==> src/rtl/irq_pkg.sv <==
package irq_pkg;
  localparam int NSRC     = 6;
  localparam int IDXW     = $clog2(NSRC);
  localparam int ADDRW    = 8;
  localparam int VEC_BASE = 3;
  localparam int VEC_STEP = 8;
  localparam int NEXT     = 2;

  // Source numbers in polling order
  localparam int SRC_X0  = 0;
  localparam int SRC_T0  = 1;
  localparam int SRC_X1  = 2;
  localparam int SRC_T1  = 3;
  localparam int SRC_SER = 4;
  localparam int SRC_T2  = 5;

  function automatic logic [IDXW-1:0] lowest_set(input logic [NSRC-1:0] m);
    logic [IDXW-1:0] r;
    r = '0;
    for (int i = NSRC - 1; i >= 0; i--) begin
      if (m[i]) r = IDXW'(i);
    end
    return r;
  endfunction

  function automatic logic [ADDRW-1:0] vec_addr(input logic [IDXW-1:0] idx);
    return ADDRW'(VEC_BASE + VEC_STEP * int'(idx));
  endfunction
endpackage

==> src/rtl/irq_ext_in.sv <==
module irq_ext_in (
  input  logic clk,
  input  logic rst_n,
  input  logic tick,
  input  logic pin_n,
  input  logic edge_mode,
  input  logic edge_en,
  input  logic clr,
  output logic flag,
  output logic fall
);
  logic smp_q;
  logic eflag_q;

  assign fall = tick & smp_q & ~pin_n & edge_en & edge_mode;
  assign flag = edge_mode ? eflag_q : ~smp_q;

  always_ff @(posedge clk or negedge rst_n) begin
    if (!rst_n) begin
      smp_q   <= 1'b1;
      eflag_q <= 1'b0;
    end else begin
      if (tick) smp_q <= pin_n;
      if (fall) eflag_q <= 1'b1;
      else if (clr) eflag_q <= 1'b0;
    end
  end

  // a stored edge flag persists until cleared
  assert_edge_hold_R3: assert property (@(posedge clk) disable iff (!rst_n)
    (edge_mode && flag && !clr) |=> (flag || !edge_mode));
endmodule

==> src/rtl/irq_prio_arb.sv <==
module irq_prio_arb
  import irq_pkg::*;
(
  input  logic            clk,
  input  logic            rst_n,
  input  logic [NSRC-1:0] req_vec,
  input  logic [NSRC-1:0] prio_hi,
  input  logic            isr_hi,
  input  logic            isr_lo,
  output logic            irq_req,
  output logic [IDXW-1:0] irq_idx,
  output logic            lvl_hi
);
  logic [NSRC-1:0] hi_m;
  logic [NSRC-1:0] lo_m;

  always_comb begin
    hi_m    = req_vec & prio_hi;
    lo_m    = req_vec & ~prio_hi;
    irq_req = 1'b0;
    irq_idx = '0;
    lvl_hi  = 1'b0;
    if ((|hi_m) && !isr_hi) begin
      irq_req = 1'b1;
      irq_idx = lowest_set(hi_m);
      lvl_hi  = 1'b1;
    end else if ((|lo_m) && !isr_hi && !isr_lo) begin
      irq_req = 1'b1;
      irq_idx = lowest_set(lo_m);
    end
  end

  // the chosen index always names a requesting source
  assert_pick_valid_R8: assert property (@(posedge clk) disable iff (!rst_n)
    irq_req |-> req_vec[irq_idx]);
endmodule

==> src/rtl/irq_isr_track.sv <==
module irq_isr_track (
  input  logic clk,
  input  logic rst_n,
  input  logic take,
  input  logic take_hi,
  input  logic reti,
  output logic isr_hi,
  output logic isr_lo
);
  always_ff @(posedge clk or negedge rst_n) begin
    if (!rst_n) begin
      isr_hi <= 1'b0;
      isr_lo <= 1'b0;
    end else if (take) begin
      if (take_hi) isr_hi <= 1'b1;
      else isr_lo <= 1'b1;
    end else if (reti) begin
      if (isr_hi) isr_hi <= 1'b0;
      else isr_lo <= 1'b0;
    end
  end

  // a return closes the high level first and leaves the low one
  assert_reti_order_R10: assert property (@(posedge clk) disable iff (!rst_n)
    (reti && !take && isr_hi) |=> (!isr_hi && isr_lo == $past(isr_lo)));
endmodule

==> src/rtl/irq_ctrl6.sv <==
module irq_ctrl6
  import irq_pkg::*;
(
  input  logic             clk,
  input  logic             rst_n,
  input  logic             mc_tick,
  input  logic [NEXT-1:0]  ext_n,
  input  logic [NEXT-1:0]  ext_type,
  input  logic             ext2_n,
  input  logic             ext2_en,
  input  logic             exf2_clr,
  input  logic             tmr0_ovf,
  input  logic             tmr1_ovf,
  input  logic             ser_rx,
  input  logic             ser_tx,
  input  logic             t2_flag,
  input  logic [NSRC-1:0]  en_mask,
  input  logic             glob_en,
  input  logic [NSRC-1:0]  prio_hi,
  input  logic             ack,
  input  logic             reti,
  output logic             irq_req,
  output logic [IDXW-1:0]  irq_idx,
  output logic [ADDRW-1:0] irq_addr,
  output logic [NSRC-1:0]  pend
);
  logic            ack_take;
  logic            lvl_hi;
  logic            isr_hi;
  logic            isr_lo;
  logic [NEXT-1:0] ext_flag;
  logic [NEXT-1:0] ext_fall;
  logic [NEXT-1:0] ext_clr;
  logic            exf2_flag;
  logic            exf2_fall;
  logic            tf0_q;
  logic            tf1_q;
  logic [NSRC-1:0] req_vec;

  assign ack_take = ack & irq_req;

  for (genvar g = 0; g < NEXT; g++) begin : g_ext
    assign ext_clr[g] = ack_take && (irq_idx == IDXW'(2 * g));
    irq_ext_in u_ext (
      .clk      (clk),
      .rst_n    (rst_n),
      .tick     (mc_tick),
      .pin_n    (ext_n[g]),
      .edge_mode(ext_type[g]),
      .edge_en  (1'b1),
      .clr      (ext_clr[g]),
      .flag     (ext_flag[g]),
      .fall     (ext_fall[g])
    );
  end

  irq_ext_in u_ext2 (
    .clk      (clk),
    .rst_n    (rst_n),
    .tick     (mc_tick),
    .pin_n    (ext2_n),
    .edge_mode(1'b1),
    .edge_en  (ext2_en),
    .clr      (exf2_clr),
    .flag     (exf2_flag),
    .fall     (exf2_fall)
  );

  always_ff @(posedge clk or negedge rst_n) begin
    if (!rst_n) begin
      tf0_q <= 1'b0;
      tf1_q <= 1'b0;
    end else begin
      if (tmr0_ovf) tf0_q <= 1'b1;
      else if (ack_take && irq_idx == IDXW'(SRC_T0)) tf0_q <= 1'b0;
      if (tmr1_ovf) tf1_q <= 1'b1;
      else if (ack_take && irq_idx == IDXW'(SRC_T1)) tf1_q <= 1'b0;
    end
  end

  always_comb begin
    pend          = '0;
    pend[SRC_X0]  = ext_flag[0];
    pend[SRC_T0]  = tf0_q;
    pend[SRC_X1]  = ext_flag[1];
    pend[SRC_T1]  = tf1_q;
    pend[SRC_SER] = ser_rx | ser_tx;
    pend[SRC_T2]  = t2_flag | exf2_flag;
  end

  assign req_vec = pend & en_mask & {NSRC{glob_en}};

  irq_prio_arb u_arb (
    .clk    (clk),
    .rst_n  (rst_n),
    .req_vec(req_vec),
    .prio_hi(prio_hi),
    .isr_hi (isr_hi),
    .isr_lo (isr_lo),
    .irq_req(irq_req),
    .irq_idx(irq_idx),
    .lvl_hi (lvl_hi)
  );

  irq_isr_track u_isr (
    .clk    (clk),
    .rst_n  (rst_n),
    .take   (ack_take),
    .take_hi(lvl_hi),
    .reti   (reti),
    .isr_hi (isr_hi),
    .isr_lo (isr_lo)
  );

  assign irq_addr = vec_addr(irq_idx);

  // no request through a disabled source or a clear global enable
  assert_gate_R7: assert property (@(posedge clk) disable iff (!rst_n)
    irq_req |-> (glob_en && en_mask[irq_idx]));

  // nothing nests under an active high-level routine
  assert_hi_busy_R10: assert property (@(posedge clk) disable iff (!rst_n)
    isr_hi |-> !irq_req);

  // an acknowledged timer 0 flag is gone on the next cycle
  assert_tf0_clear_R4: assert property (@(posedge clk) disable iff (!rst_n)
    (ack_take && irq_idx == IDXW'(SRC_T0) && !tmr0_ovf) |=> !pend[SRC_T0]);

  // a stray acknowledge leaves the in-service state alone
  assert_stray_ack_R11: assert property (@(posedge clk) disable iff (!rst_n)
    (ack && !irq_req && !reti) |=> ($stable(isr_hi) && $stable(isr_lo)));
endmodule

==> config.mk <==
export PLATFORM = sky130hd
export DESIGN_NAME = irq_ctrl6
export DESIGN_NICKNAME = d
export VERILOG_FILES = /design/src/rtl/irq_pkg.sv /design/src/rtl/irq_ext_in.sv /design/src/rtl/irq_prio_arb.sv /design/src/rtl/irq_isr_track.sv /design/src/rtl/irq_ctrl6.sv
export SDC_FILE = /design/constraint.sdc
export NUM_CORES = 1
export LEC_CHECK = 0
export ABC_CLOCK_PERIOD_IN_PS = 4550
export BUFFER_PORTS_ARGS = -buffer_cell sky130_fd_sc_hd__buf_2
export CAP_MARGIN = 40
export CORE_ASPECT_RATIO = 1.75
export CORE_MARGIN = 1
export CORE_UTILIZATION = 30
export CTS_CLUSTER_SIZE = 16
export DETAILED_ROUTE_END_ITERATION = 8
export PLACE_DENSITY = 0.69
export REMOVE_ABC_BUFFERS = 1
export SYNTH_ARGS = -nofsm -noshare
export SYNTH_HDL_FRONTEND = slang
export SYNTH_SLANG_ARGS = --single-unit
==> constraint.sdc <==
create_clock -name clk -period 4.55 [get_ports clk]
set_input_delay 0 -clock clk [delete_from_list [all_inputs] [get_ports clk]]
set_output_delay 0 -clock clk [all_outputs]
set_load 0.1 [all_outputs]
# Yosys cells after proc, flatten, opt, wreduce, memory -nomap -nowiden
# Index checks and enable logic that the tools add are counted.
# totals
register_bits,10
latch_bits,0
mem_bits_rw,0
rom_bits,0
input_bits,30
out_inout_bits,18
word_cells,95
n_memories,0
# classes
addsub,1
mul,0
n_div,0
magnitude_cmp,0
eq_ne,6
n_shift,0
muxes,36
n_bitwise,22
reduce_logical,20
# ops
cell,count
$mux 3,14
$and 6x6->6,4
$mux 1,22
$reduce_bool 2->1,6
$reduce_or 6->1,2
$and 1x1->1,10
$add 2x6->7 const A,1
$logic_and 1x1->1,7
$eq 3x2->1 const B,2
$not 6->6,1
$not 1->1,5
$ne 2x2->1 const B,2
$eq 3x1->1 const B,1
$logic_not 3->1,1
$reduce_and 3->1,1
$logic_not 1->1,2
$ne 2x1->1 const B,1
$or 1x1->1,2
$reduce_and 2->1,1

# Longest topological paths before layout
# Gate-level depths: netlist of run 1.
# depth
word_depth,17
ltp_mapped,8
mapped_depth_nobuf,7

# Cells and area by module
# Synthesis of run 1 repeated with hierarchy kept, for this count alone.
# unflattened
hier_cells,103
area_unflattened_um2,842.1
# by_module_without_submodules
mod,instances,cells_each,area_per_inst_um2,seq_area_each_um2
irq_ext_in,3,9,95.1,51.3
irq_ctrl6,1,33,241.5,50.0
irq_prio_arb,1,34,225.2,0.0
irq_isr_track,1,9,90.1,50.0

# Least setup slack after synthesis of run 1
# Ideal clock, no wire load.
# synth_timing
kind,register to output
start,register g_ext[0].u_ext.smp_q
end,output port irq_req
arrival_time_ns,2.474
t_required_ns,4.550
slack_ns,2.076
path_stages_with_launch,7
n_path_buf,0
path_cell_list,dfstp_2 nor2b_2 nor4_1 nand2b_1 nor3_1 o21a_1 nor2_1
# synth_via
elab_chain_len,10
word_cells_on_any_way,13
classes_between,3 x mux; 5 x bitwise; 5 x reduce/logical
# synth_rtl
item,line,source
"start, declared",irq_ext_in.sv:12,logic smp_q;
"start signal, assigned",irq_ext_in.sv:23,if (tick) smp_q <= pin_n;
$not 1->1 *,irq_ext_in.sv:16,assign flag = edge_mode ? eflag_q : ~smp_q;
$mux 1 *,irq_ext_in.sv:16,
$and 6x6->6 * (2 in a row),irq_ctrl6.sv:91,assign req_vec = pend & en_mask & {NSRC{glob_en}};
$and 6x6->6,irq_prio_arb.sv:19,lo_m = req_vec & ~prio_hi;
$reduce_or 6->1,irq_prio_arb.sv:27,end else if ((|lo_m) && !isr_hi && !isr_lo) begin
$logic_and 1x1->1 (2 in a row),irq_prio_arb.sv:27,
$mux 1,irq_prio_arb.sv:27,
$mux 1 *,irq_prio_arb.sv:23,if ((|hi_m) && !isr_hi) begin
"end, declared",irq_ctrl6.sv:22,"output logic irq_req,"
# Mark *: on every way between the ends. The rest lies on a longest branch, timed or not.

# Worst setup path in the final report of run 1
# layout_timing
start,register g_ext[1].u_ext.smp_q
end,output port irq_addr[3]
# layout_via
elab_chain_len,11
word_cells_on_any_way,20
classes_between,1 x add/sub; 9 x mux; 5 x bitwise; 5 x reduce/logical
# layout_rtl
item,line,source
"start, declared",irq_ext_in.sv:12,
"start signal, assigned",irq_ext_in.sv:23,
$not 1->1 *,irq_ext_in.sv:16,
$mux 1 *,irq_ext_in.sv:16,
$and 6x6->6 * (2 in a row),irq_ctrl6.sv:91,
$and 6x6->6,irq_prio_arb.sv:19,
$mux 3 or $reduce_or 6->1 (tied branches),"irq_pkg.sv:21, irq_prio_arb.sv:27",
$mux 3 or $logic_and 1x1->1 (tied branches) (2 in a row),"irq_pkg.sv:21, irq_prio_arb.sv:27",
$mux 3,irq_prio_arb.sv:27,
$mux 3 *,irq_prio_arb.sv:23,
$add 2x6->7 *,irq_pkg.sv:27,return ADDRW'(VEC_BASE + VEC_STEP * int'(idx));
"end, declared",irq_ctrl6.sv:24,"output logic [ADDRW-1:0] irq_addr,"
# Marked as above.

==> results of run 1 <==
[routing by layer]
layer	vias to the layer above	share of wire
li1	441	-
met1	442	0.32
met2	33	0.62
met3	8	0.029
met4	0	0.029
met5	-	0
[worst min-delay path by stage]
stage,cells after the start,start,endpoint,slack (ps)
after global placement,1,rst_n,g_ext[0].u_ext.eflag_q,-130
after CTS,2,ext_n[0],g_ext[0].u_ext.smp_q,6
after floorplan,0,rst_n,g_ext[0].u_ext.eflag_q,-300
after detailed placement,1,rst_n,u_isr.isr_lo,-130
after global routing,2,ext_n[0],g_ext[0].u_ext.smp_q,9
final,2,ext_n[0],g_ext[0].u_ext.smp_q,10
[kinds of logic after synthesis]
group	Yosys count
simple gates	48
mux	3
buf+inv	19
compound gates	22
other cells	2
flops	10
[report_power, final]
group	internal, mW	total [mW]	switching [mW]	leakage (nW)
Sequential	0.109	0.129	0.0203	0.112
Combinational	0.0702	0.289	0.219	0.430
Clock	0.0612	0.0949	0.0337	0.0228
[registers in the layout, indices dropped and copies added (netlist names)]
register / flops
u_isr.isr_lo: 1
g_ext.u_ext.eflag_q: 2
u_isr.isr_hi: 1
g_ext.u_ext.smp_q: 2
tf1_q: 1
tf0_q: 1
u_ext2.smp_q: 1
u_ext2.eflag_q: 1
[what timing repair did]
item | in CTS | in global routing
hold buffers | 4 | 0
setup endpoints to repair | 0 | 0
hold endpoints to repair | 13 | 0
[cells in the final DEF (no fill, tap or decap), types with 3 or more instances in the layout]
cell type                        n
sky130_fd_sc_hd__dlygate4sd3_1   4
sky130_fd_sc_hd__nor3_1          3
sky130_fd_sc_hd__mux2_2          3
sky130_fd_sc_hd__conb_1          5
sky130_fd_sc_hd__buf_2          42
sky130_fd_sc_hd__dfstp_2         3
sky130_fd_sc_hd__clkbuf_8        3
sky130_fd_sc_hd__nand4b_1        3
sky130_fd_sc_hd__a21oi_1         4
sky130_fd_sc_hd__nand2_1         4
sky130_fd_sc_hd__dfrtp_1         7
sky130_fd_sc_hd__inv_1           6
sky130_fd_sc_hd__nor2_1         15
[worst max-delay path, stage by stage, from the launching register on]
cell                      delay [ps]
sky130_fd_sc_hd__dfstp_2         540
sky130_fd_sc_hd__nor2b_2         230
sky130_fd_sc_hd__nor4b_4          80
sky130_fd_sc_hd__nor4_2          340
sky130_fd_sc_hd__and2_4          230
sky130_fd_sc_hd__a32o_2          230
sky130_fd_sc_hd__buf_2           450
[area by class of cell]
type,instances,area share
inverters,6,0.0193
multi-input cells,78,0.481
well taps,28,0.0299
repair buffers,46,0.214
clock buffers,4,0.0385
flip-flops and latches,10,0.217
==> reports/qor.txt, run 1 <==
most instantiated library cell after synthesis -> sky130_fd_sc_hd__nor2_1
count of input and output buffers -> 42
share of synthesized cell area in and, or, nand and nor gates -> 0.368
Cell variety after synth -> 40
routed wire length per instance -> 13.9 um
leakage power -> 0.564 nW
number of antenna violations at the first check in global routing -> 0
pwr dens -> 439 mW/mm^2
DRC violation count after routing -> 0
met2 track demand over resource -> 0.333
Worst Hold Slack -> 10.3 ps
type of the worst min-delay path -> in -> reg
RSZ-0062 raised after global routing -> false
total power -> 0.513 mW
count of flip-flops with a built-in enable after synthesis -> 0
met1 usage -> 0.130
pin count of the biggest net entering global routing -> 11
die area -> 0.00332 mm^2
portion of synthesized cell area occupied by the leading cell type -> 0.189
Achievable Freq -> 0.429 GHz
final non-filler cell total -> 172
Ys Warns -> 0
Required @ worst endpoint -> 4550 ps
number of cells on the worst reg-to-reg path -> 7
headroom to the max-slew limit -> 0.654
register-to-register setup slack -> 2440 ps
critical path start-end classification -> reg -> out
synthesis-to-finish area growth -> 26.4%
xor/xnor cell area share of the yosys netlist -> 0
Final Net Count -> 175
estimated wirelength of the detail-placed design -> 2030 um
global-route wire length before repair -> 3780 um
Synth top cells by count -> sky130_fd_sc_hd__nor2_1, sky130_fd_sc_hd__buf_4, sky130_fd_sc_hd__dfrtp_1
Setup violations, final -> 0
Die Height -> 75.5 um
root buffer cell -> sky130_fd_sc_hd__clkbuf_8
flip-flop cell with the highest count after synthesis -> sky130_fd_sc_hd__dfrtp_1
hold violation count in the final report -> 0
I/O Pins -> 48
fin util -> 0.400
Cell Rows -> 26
minimum setup slack in the final design -> 2220 ps
met3 layer usage reported by global route -> 0.00711
transition time at the pin with the least slew margin -> 515 ps
Worst Setup End Kind -> output port
FF-to-FF Start -> g_ext[1].u_ext.smp_q
Max Slew Vio Count -> 0
mean area per synthesized cell -> 8.90 um^2
destination of the worst register-to-register timing path -> g_ext[1].u_ext.eflag_q
number of inserted diodes -> 0
post-layout minimum cycle time -> 2330 ps
Layout Cell Area excl Fill -> 0.00117 mm^2
part of the cycle the worst path needs -> 0.512
clock edge transition at the registers on the reported setup and hold paths -> 50 ps
post-synthesis cell area -> 926 um^2
share of synthesized area occupied by flip-flops and latches -> 0.274
TritonCTS clock tree -> built
crit path capture -> irq_addr[3]
post-synthesis mux area share -> 0.0365
overall fraction of global-route tracks in use -> 0.156
number of fillers in the final layout -> 300
Worst EP arrival -> 2330 ps
placeable core area -> 0.00293 mm^2
floorplan die width -> 44.0 um
outcome -> completed
Max-cap violations -> 0
post-place instance area -> 0.00108 mm^2
combinational family with the most area after synthesis -> simple AND/OR/NAND/NOR gates
Initial Util -> 0.316
largest buffer count on any clock path -> 2
fraction of the mapped netlist area in compound gates -> 0.184
register cell area after layout -> 254 um^2
busiest layer in global routing -> met2
Worst setup startpoint -> g_ext[1].u_ext.smp_q
Worst setup SP type -> register
routed wire length -> 2390 um
routability congestion estimate -> 0.947
flop and latch count out of synthesis -> 10
Cell Count Post-Placement -> 164
dominant cells by area after synthesis -> sky130_fd_sc_hd__dfrtp_1, sky130_fd_sc_hd__buf_4, sky130_fd_sc_hd__dfstp_2, sky130_fd_sc_hd__nor2_1, sky130_fd_sc_hd__nor4b_4
proportion of register bits with asynchronous set or reset after synthesis -> 1.00
area used by multi-input combinational logic -> 563 um^2
post-synthesis cell count -> 104
count of nets left with antenna violations after detail routing -> 0
routed via count divided by cell count -> 5.37
CTS sink count -> 10
pre-CTS setup slack -> 2450 ps
vias in the first global route -> 897
buffers inserted by post-CTS timing repair -> 0
setup tns final -> 0 ps
number of gates given a new drive strength after cts -> 0
CP max FO -> 6
H-tree depth reported by CTS -> 1
leftover overflow at the end of global routing -> 0
Post-Route Skew -> 8.01 ps
number of design-rule violations left by the first detailed-router iteration -> 13
Peak VDD IR -> 0.301 mV
clock latency reported for the late side of the worst-skew pair -> 240 ps
number of clock buffers inserted by TritonCTS -> 3
fraction of layout cells with a size suffix above 1 -> 0.465
first-pass iteration count of the detailed router -> 6
largest area contributor in the synthesized netlist -> sky130_fd_sc_hd__dfrtp_1
routed via count -> 924
area share of fa/ha/maj cells after synthesis -> 0
No activity file was read; power rests on OpenSTA's default activity.
==> run 2: changes to the inputs <==
--- a/config.mk
+++ b/config.mk
@@ -5,7 +5,7 @@
 export SDC_FILE = /design/constraint.sdc
 export NUM_CORES = 1
 export LEC_CHECK = 0
-export ABC_CLOCK_PERIOD_IN_PS = 4550
+export ABC_CLOCK_PERIOD_IN_PS = 2370
 export BUFFER_PORTS_ARGS = -buffer_cell sky130_fd_sc_hd__buf_2
 export CAP_MARGIN = 40
 export CORE_ASPECT_RATIO = 1.75
==> constraint.sdc (replaced) <==
create_clock -name clk -period 2.37 [get_ports clk]
set_input_delay 0 -clock clk [delete_from_list [all_inputs] [get_ports clk]]
set_output_delay 0 -clock clk [all_outputs]
set_load 0.1 [all_outputs]
==> run 2 against run 1 <==
  * Global-route usage rose by 0.35 points
  * Non-clock buffer count unchanged
  * Wire length increased by 2.5%
  * Core utilization is 0.17 points higher
  * Final area is 0.43% higher
  * Critical endpoint unchanged
  * Largest power group unchanged
==> reports/qor.txt, run 2 (synthesis gave the netlist of run 1 again) <==
number of clock buffers inserted by TritonCTS -> 3 (unchanged)
H-tree depth reported by CTS -> 1 (unchanged)
synthesis-to-finish area growth -> 26.9%
routed via count divided by cell count -> 5.37 (unchanged)
most used cells in the layout excluding fill and tap cells -> sky130_fd_sc_hd__buf_2, sky130_fd_sc_hd__nor2_1, sky130_fd_sc_hd__dfrtp_1
Achievable Freq -> 0.425 GHz
Met1 Routed Length -> 789 um (+2.2%)
post-place instance area -> 0.00108 mm^2 (unchanged)
leading cell type in the layout, fill and taps excluded -> sky130_fd_sc_hd__buf_2
Setup violations, final -> 0 (unchanged)
leftover overflow at the end of global routing -> 0 (unchanged)
routed wire length per instance -> 14.2 um (+2.5%)
floorplan die width -> 44.0 um (unchanged)
global-route wire length before repair -> 3880 um (+2.7%)
Post-Route Skew -> 5.65 ps (-2.36 ps)
Max Slew Vio Count -> 0 (unchanged)
Worst EP arrival -> 2350 ps (+20 ps)
Worst setup SP type -> register
number of antenna violations at the first check in global routing -> 0 (unchanged)
registers with the most flip-flops -> g_ext.u_ext.eflag_q (2), g_ext.u_ext.smp_q (2)
pin count of the biggest net entering global routing -> 11 (unchanged)
wire length on met3 -> 83 um (+20%)
part of the cycle the worst path needs -> 0.994
transition time at the pin with the least slew margin -> 559 ps (+44.0 ps)
Layout Cell Area excl Fill -> 0.00117 mm^2 (+0.43%)
Required @ worst endpoint -> 2370 ps (-2180 ps)
leakage power -> 0.564 nW (-0.10%)
total power -> 0.995 mW (+94%)
die area -> 0.00332 mm^2 (unchanged)
setup tns final -> 0 ps (unchanged)
fraction of layout cells with a size suffix above 1 -> 0.465 (unchanged)
TritonCTS clock tree -> built
buffers inserted by post-CTS timing repair -> 0 (unchanged)
clock latency reported for the late side of the worst-skew pair -> 240 ps (about the same)
number of inserted diodes -> 0 (unchanged)
Initial Util -> 0.316 (unchanged)
estimated wirelength of the detail-placed design -> 2040 um (+0.53%)
count of input and output buffers -> 42 (unchanged)
headroom to the max-slew limit -> 0.624 (-0.0296)
critical path start-end classification -> reg -> out
CTS sink count -> 10 (unchanged)
RSZ-0062 raised after global routing -> true
number of stages on the worst hold path -> 2 (unchanged)
placeable core area -> 0.00293 mm^2 (unchanged)
type of the worst min-delay path -> in -> reg
library cell contributing the largest single delay on the critical path -> sky130_fd_sc_hd__dfstp_2
Die Height -> 75.5 um (unchanged)
Max-cap violations -> 0 (unchanged)
DRC violation count after routing -> 0 (unchanged)
CP max FO -> 6 (unchanged)
largest buffer count on any clock path -> 2 (unchanged)
post-layout minimum cycle time -> 2350 ps
Cell Rows -> 26 (unchanged)
top sig layer -> met4
Peak VDD IR -> 0.678 mV (+130%)
first-pass iteration count of the detailed router -> 6 (unchanged)
delay contributed by the slowest stage of the critical path -> 530 ps (about the same)
ordered list of cells on the worst path -> nor2b_2 -> nor4b_4 -> nor4_2 -> and2_4 -> a32o_2 -> buf_2
Worst Setup End Kind -> output port
Cell Count Post-Placement -> 164 (unchanged)
number of cells on the worst reg-to-reg path -> 7 (unchanged)
I/O Pins -> 48 (unchanged)
pwr dens -> 847 mW/mm^2 (+93%)
hold violation count in the final report -> 0 (unchanged)
Final Net Count -> 175 (unchanged)
count of nets left with antenna violations after detail routing -> 0 (unchanged)
outcome -> completed
vias in the first global route -> 910 (+1.4%)
root buffer cell -> sky130_fd_sc_hd__clkbuf_8
routed wire length -> 2450 um (+2.5%)
routed via count -> 924 (unchanged)
clock edge transition at the registers on the reported setup and hold paths -> 40 ps (about the same)
routability congestion estimate -> 0.947 (unchanged)
number of design-rule violations left by the first detailed-router iteration -> 20 (+7)
overall fraction of global-route tracks in use -> 0.160 (+0.00346)
length of routed met2 wiring -> 1470 um (-0.20%)
final non-filler cell total -> 172 (unchanged)
[run 2: final cells by class]
class | count | area, um^2
Fill cell | 289 | 1750
Clock buffer | 4 | 45.0
Multi-Input combinational cell | 78 | 563
Sequential cell | 10 | 254
Inverter | 6 | 22.5
Tap cell | 28 | 35.0
Timing Repair Buffer | 46 | 255
[run 2: worst max-delay path, delay by kind of cell (launching register included)]
kind                   cells  cell delay (ps)
AO/OA/AOI/OAI              1              230
AND/OR/NAND/NOR            4              910
flip-flops                 1              530
buffers and inverters      1              450
[run 2: what timing repair did]
action,in CTS,in global routing
hold buffers,4,0
resized for setup,0,2
setup endpoints to repair,0,4
endpoints found under the hold margin,13,0
[run 2: layer usage]
| layer | up-vias | track usage |
|---|---|---|
| li1 | 438 | - |
| met1 | 436 | 0.137 |
| met2 | 39 | 0.330 |
| met3 | 11 | 0.00948 |
| met4 | 0 | 0.111 |
| met5 | - | 0 |
[run 2: final timing paths]
| kind | to | startpoint | slack, ps |
|---|---|---|---|
| worst max-delay path | irq_addr[3] | g_ext[1].u_ext.smp_q | 20 |
| worst min-delay path | u_ext2.smp_q | ext2_n | 4 |
| worst max register to register | g_ext[1].u_ext.eflag_q | g_ext[1].u_ext.smp_q | 250 |
| worst min register to register | tf1_q | tf1_q | 530 |
| max in group asynchronous | u_ext2.smp_q | rst_n | 1960 |
| min in group asynchronous | u_isr.isr_lo | rst_n | 140 |
[run 2: per-stage QoR]
step,utilization,hold WS [ps],worst slack [ps]
2_1_floorplan,-,-296,-908
3_3_place_gp,0.371,-129,344
3_5_place_dp,0.371,-127,278
4_1_cts,0.400,4.90,19.7
5_1_grt,0.401,7.98,-91.7
6_report,0.401,4.25,15.2
[run 2: power by group]
part / internal [mW] / switching, mW
sequential: 0.209 / 0.0382
combinational: 0.137 / 0.422
clock: 0.118 / 0.0702
total: 0.464 / 0.531
